[src/rtl/cwalk_pkg.sv]
package cwalk_pkg;
  localparam int CT_W = 3;
  localparam int TT_W = 2;

  typedef enum logic [CT_W-1:0] {
    CK_NONE    = 3'b000,
    CK_INSTR   = 3'b001,
    CK_DATA    = 3'b010,
    CK_SPLIT   = 3'b011,
    CK_UNIFIED = 3'b100
  } cache_kind_e;

  typedef enum logic [TT_W-1:0] {
    TK_NONE     = 2'b00,
    TK_SEPARATE = 2'b01,
    TK_SAMELINE = 2'b10,
    TK_SPLITLN  = 2'b11
  } tag_kind_e;
endpackage

[src/rtl/cwalk_slice.sv]
module cwalk_slice #(
  parameter int USED_W     = 47,
  parameter int MAX_LEVELS = 7,
  parameter int CT_LSB     = 0,
  parameter int TT_LSB     = 33,
  parameter int LVL_W      = 3
) (
  input  logic [USED_W-1:0]           word,
  input  logic [LVL_W-1:0]            idx,
  output logic [cwalk_pkg::CT_W-1:0]  ct,
  output logic [cwalk_pkg::TT_W-1:0]  tt
);
  import cwalk_pkg::*;

  logic [CT_W-1:0] ct_arr [MAX_LEVELS];
  logic [TT_W-1:0] tt_arr [MAX_LEVELS];

  for (genvar n = 0; n < MAX_LEVELS; n++) begin : g_lvl
    assign ct_arr[n] = word[CT_LSB + CT_W*n +: CT_W];
    assign tt_arr[n] = word[TT_LSB + TT_W*n +: TT_W];
  end

  always_comb begin
    ct = '0;
    tt = '0;
    for (int n = 0; n < MAX_LEVELS; n++) begin
      if (idx == LVL_W'(n + 1)) begin
        ct = ct_arr[n];
        tt = tt_arr[n];
      end
    end
  end
endmodule

[src/rtl/cwalk_class.sv]
module cwalk_class (
  input  logic [cwalk_pkg::CT_W-1:0] ct,
  output logic                       empty,
  output logic                       rsvd
);
  import cwalk_pkg::*;

  assign empty = (ct == CK_NONE);
  assign rsvd  = (ct > CK_UNIFIED);
endmodule

[src/rtl/cache_level_walker.sv]
module cache_level_walker #(
  parameter int WORD_W     = 64,
  parameter int MAX_LEVELS = 7,
  parameter int BND_W      = 3,
  parameter int CT_LSB     = 0,
  parameter int TT_LSB     = 33,
  parameter int LOUIS_LSB  = 21,
  parameter int LOC_LSB    = 24,
  parameter int LOUU_LSB   = 27,
  parameter int ICB_LSB    = 30,
  localparam int LVL_W     = $clog2(MAX_LEVELS + 1),
  localparam int CTW       = cwalk_pkg::CT_W,
  localparam int TTW       = cwalk_pkg::TT_W
) (
  input  logic              clk,
  input  logic              rst,
  input  logic              start,
  input  logic [WORD_W-1:0] id_word,
  input  logic              tag_en,
  output logic              busy,
  output logic              lvl_valid,
  output logic [LVL_W-1:0]  lvl_num,
  output logic [CTW-1:0]    lvl_ctype,
  output logic [TTW-1:0]    lvl_ttype,
  output logic              done,
  output logic [LVL_W-1:0]  level_count,
  output logic              reserved_seen,
  output logic [BND_W-1:0]  icb,
  output logic [BND_W-1:0]  louu,
  output logic [BND_W-1:0]  loc,
  output logic [BND_W-1:0]  louis
);
  localparam int USED_W = TT_LSB + TTW * MAX_LEVELS;

  logic [USED_W-1:0] word_q;
  logic              tag_q;
  logic [LVL_W-1:0]  idx_q;
  logic [CTW-1:0]    ct_cur;
  logic [TTW-1:0]    tt_cur;
  logic              cur_empty, cur_rsvd;

  cwalk_slice #(
    .USED_W(USED_W), .MAX_LEVELS(MAX_LEVELS),
    .CT_LSB(CT_LSB), .TT_LSB(TT_LSB), .LVL_W(LVL_W)
  ) slice_i (
    .word(word_q), .idx(idx_q), .ct(ct_cur), .tt(tt_cur)
  );

  cwalk_class class_i (
    .ct(ct_cur), .empty(cur_empty), .rsvd(cur_rsvd)
  );

  always_ff @(posedge clk) begin
    if (rst) begin
      word_q        <= '0;
      tag_q         <= 1'b0;
      idx_q         <= '0;
      busy          <= 1'b0;
      lvl_valid     <= 1'b0;
      lvl_num       <= '0;
      lvl_ctype     <= '0;
      lvl_ttype     <= '0;
      done          <= 1'b0;
      level_count   <= '0;
      reserved_seen <= 1'b0;
    end else begin
      lvl_valid <= 1'b0;
      done      <= 1'b0;
      if (!busy) begin
        if (start) begin
          word_q        <= id_word[USED_W-1:0];
          tag_q         <= tag_en;
          idx_q         <= LVL_W'(1);
          busy          <= 1'b1;
          level_count   <= '0;
          reserved_seen <= |id_word[WORD_W-1:USED_W];
        end
      end else if (cur_empty) begin
        busy        <= 1'b0;
        done        <= 1'b1;
        level_count <= idx_q - LVL_W'(1);
      end else begin
        lvl_valid <= 1'b1;
        lvl_num   <= idx_q;
        lvl_ctype <= ct_cur;
        lvl_ttype <= tag_q ? tt_cur : '0;
        if (cur_rsvd) reserved_seen <= 1'b1;
        if (idx_q == LVL_W'(MAX_LEVELS)) begin
          busy        <= 1'b0;
          done        <= 1'b1;
          level_count <= idx_q;
        end else begin
          idx_q <= idx_q + LVL_W'(1);
        end
      end
    end
  end

  assign icb   = word_q[ICB_LSB   +: BND_W];
  assign louu  = word_q[LOUU_LSB  +: BND_W];
  assign loc   = word_q[LOC_LSB   +: BND_W];
  assign louis = word_q[LOUIS_LSB +: BND_W];
endmodule

[config.mk]
export PLATFORM = sky130hd
export DESIGN_NAME = cache_level_walker
export DESIGN_NICKNAME = d
export VERILOG_FILES = /design/src/rtl/cwalk_pkg.sv /design/src/rtl/cwalk_slice.sv /design/src/rtl/cwalk_class.sv /design/src/rtl/cache_level_walker.sv
export SDC_FILE = /design/constraint.sdc
export NUM_CORES = 1
export LEC_CHECK = 0
export ABC_AREA = 1
export BUFFER_PORTS_ARGS = -buffer_cell sky130_fd_sc_hd__buf_4
export CELL_PAD_IN_SITES_DETAIL_PLACEMENT = 0
export CELL_PAD_IN_SITES_GLOBAL_PLACEMENT = 1
export CORE_MARGIN = 10
export CORE_UTILIZATION = 38
export CTS_CLUSTER_DIAMETER = 30
export DETAILED_ROUTE_END_ITERATION = 7
export HOLD_SLACK_MARGIN = 0.03
export MAX_ROUTING_LAYER = met4
export PLACE_DENSITY_LB_ADDON = 0.1
export SLEW_MARGIN = 40
export SYNTH_ARGS = -nofsm -noshare
export SYNTH_HDL_FRONTEND = slang
export SYNTH_SLANG_ARGS = --single-unit
[constraint.sdc]
create_clock -name clk -period 6 [get_ports clk]
set_clock_uncertainty 0.05 [all_clocks]
set_input_delay 1.2 -clock clk [delete_from_list [all_inputs] [get_ports clk]]
set_output_delay 1.2 -clock clk [all_outputs]
set_load 0.1 [all_outputs]
==> results by group <==
Outcome
  – Status: finished, final reports clean

STA
  – Max Slew Vio Count: 0
  – Fmax: 343 MHz
  – Slew headroom: 55.6%
  – Post-layout min period: 2.91 ns
  – Unrepaired setup endpoints after global routing: no
  – Final setup fails: 0
  – Hold_ws: 0.407 ns
  – Final hold vios: 0
  – Final worst slack: 3.09 ns
  – Setup tns final: 0 ns
  – Slew @ Worst Pin: 0.662 ns
  – Tcrit/Tclk final: 48.6%

Floorplanning
  – Boundary Pins: 95
  – Die width: 110 µm
  – Die area: 12,100 µm²
  – Die Ht: 110 µm
  – Rows: 32
  – Core footprint: 7810 µm²
  – Initial Util: 39.4%

Routing
  – Post-detailed-route count of antenna-violating nets: 0
  – Vias per Instance: 4.58
  – Number of remaining DRC errors: 0
  – Top layer in use: met4
  – Drt wl/cell: 13.1 µm
  – First-pass detailed-route iteration total: 4
  – Met3 wire len: 421 µm
  – Met2 routed WL: 3980 µm
  – Total Routed Length: 8160 µm
  – Starting DRT DRC Count: 91
  – Vias: 2,851
  – WL met1: 3700 µm

Clock tree
  – Root Driver: clkbuf_8
  – Post-CTS Setup Bufs: 0
  – Clk buf depth: 2
  – CTS hold repair buffers: 0
  – H-tree Lvls: 3
  – # resized after CTS: 0
  – Worst skew pair latency: 0.33 ns
  – Num CTS Buffers: 9
  – Number of clock sinks: 66
  – CTS tree: yes
  – Clock Pin Slew Worst Setup and Hold Paths: 0.06 ns

Hold path
  – Hold Path Class: reg2reg
  – Worst hold start: word_q[0]

Pwr
  – Pint: 716 µW
  – Logic gate share of total power: 21.4%
  – Psw: 322 µW
  – Peak VDD IR: 0.109 mV
  – Clock power share: 31.6%
  – Sequential Power Share: 46.9%
  – LEAKAGE: 0.00195 µW
  – P per Cell Area: 264 nW/µm²
  – Sw frac: 31.0%

Yosys
  – Yosys warnings: 0
  – Post-Syn Area per Cell: 6.96 µm²
  – Sequential element share of the synthesized area: 42.9%
  – Post-synthesis cell count: 442
  – Cell area after synthesis: 3080 µm²
  – Yosys cell types: 27
  – Mapped Nets: 517
  – #FFs+latches synth: 66

Worst setup path
  – Worst R2R Path Depth: 14
  – Critical Path AT: 3.07 ns
  – Crit path max fanout: 46
  – CP Capture Type: flip-flop
  – Reg2reg start: idx_q[2]
  – Worst path required time: 6.16 ns
  – Crit Path Class: in2reg
  – Critical Path Source: start
  – RR Endpoint: level_count[0]
  – Critical path destination: word_q[1]
  – Flop2flop setup slack: 3.57 ns
  – CP startpoint kind: input port

Place
  – GP Congestion: 0.820
  – Post-DP HPWL: 6170 µm
  – Pre-CTS WS: 2.67 ns
  – Placed instance area: 3760 µm²
  – PortBufs: 94

Global routing
  – Vias in the first global route: 2,772
  – Antenna violations before repair: 0
  – Total grt overflow: 0
  – All-layer global routing usage: 13.8%
  – First-pass GRT wire length: 13,000 µm
  – Largest net degree at the start of global routing: 47

Layout
  – Final instance area: 3930 µm²
  – Area Growth Syn to Fin: 27.7%
  – # fillers: 823
  – Final nets: 594
  – Antenna Cells: 0
  – Share of post-route cells with drive strength above 1: 24.6%

Flow run
  – Total of max-cap violations: 0
-- flip-flops by register name, summed over array words and instances (netlist names), 2 cells and up --
signal / flops
lvl_num: 3
lvl_ctype: 3
idx_q: 3
lvl_ttype: 2
word_q: 47
level_count: 3
-- power groups by stage --
stage          clock (µW)  combinational [µW]  sequential, µW
2_1_floorplan           0                 138             520
3_3_place_gp            0                 223             496
3_5_place_dp            0                 225             497
4_1_cts               341                 226             487
5_1_grt               359                 242             491
6_report              328                 222             487
-- cells in the final DEF, fill, tap and decap left out --
| cell type | n |
|---|---|
| clkinv_1 | 2 |
| nor4_1 | 4 |
| clkbuf_8 | 12 |
| nand3_4 | 1 |
| nand2_4 | 4 |
| nand2_1 | 70 |
| inv_1 | 29 |
| nand4_1 | 4 |
| o21ai_0 | 54 |
| a31oi_1 | 1 |
| a21boi_4 | 1 |
| nand3b_1 | 1 |
| a21oi_1 | 18 |
| xor2_1 | 1 |
| a21oi_2 | 2 |
| nand3_1 | 13 |
| nor2_1 | 120 |
| o21ai_1 | 1 |
| nor2_2 | 6 |
| o211ai_1 | 1 |
| nand2_2 | 2 |
| ha_1 | 7 |
| inv_2 | 3 |
| dfxtp_1 | 66 |
| buf_4 | 97 |
-- cells in the mapped netlist, drive strengths merged --
master  instances  share of area [%]
ha              7                2.8
nand4           4               0.81
clkinv          1               0.12
inv            33                4.0
dfxtp          66                 43
a21boi          1               0.61
xor2            1               0.28
nand3          14                2.7
a31oi           1               0.20
nor2          126                 16
nand3b          1               0.24
nand2          76                 10
clkbuf         16                2.0
nor4            4               0.81
buf            15                3.6
a21oi          20                3.5
o21ai          55                8.9
o211ai          1               0.24
-- critical path: stages --
cell and delay [ns]:
buf_4 0.08, inv_1 0.04, nor2_2 0.07, buf_4 0.38, clkinv_1 0.60, buf_4 0.45
o21ai_0 0.19, a21oi_1 0.05
-- worst min path at each step --
stage	to	slack, ns	depth (start not counted)
after floorplan	word_q[17]	0.38	2
after global placement	word_q[17]	0.39	2
after detailed placement	word_q[0]	0.40	2
after CTS	word_q[0]	0.41	2
after global routing	word_q[2]	0.43	2
final	word_q[0]	0.41	2
-- area by class of cell --
class | count | area, µm² | share of cell area, %
Clock buffer | 12 | 165 | 4.20
Inverter | 34 | 128 | 3.25
Multi-Input combinational cell | 311 | 1460 | 37.2
Sequential cell | 66 | 1320 | 33.6
Tap cell | 102 | 128 | 3.25
Timing Repair Buffer | 97 | 728 | 18.5
-- per-layer routing --
layer	global-route usage, %	vias to the layer above
li1	-	1539
met1	16.4	1257
met2	22.0	48
met3	4.29	7
met4	3.90	0
met5	-	-
-- metrics by stage --
step	util [%]	cells	total power, µW
after detailed placement	48.2	610	722
after floorplan	-	442	658
final	50.3	622	1040
after global routing	50.3	622	1090
after CTS	50.3	622	1050
after global placement	48.2	610	720
-- cells by family after synthesis --
logic type,Yosys count,synth area share [%]
compound gates,78,13.5
buf+inv,65,9.72
simple gates,225,30.7
xor+xnor,1,0.285
flops,66,42.9
fa+ha+maj,7,2.85
Note: power is estimated with default switching activity, not from simulation.
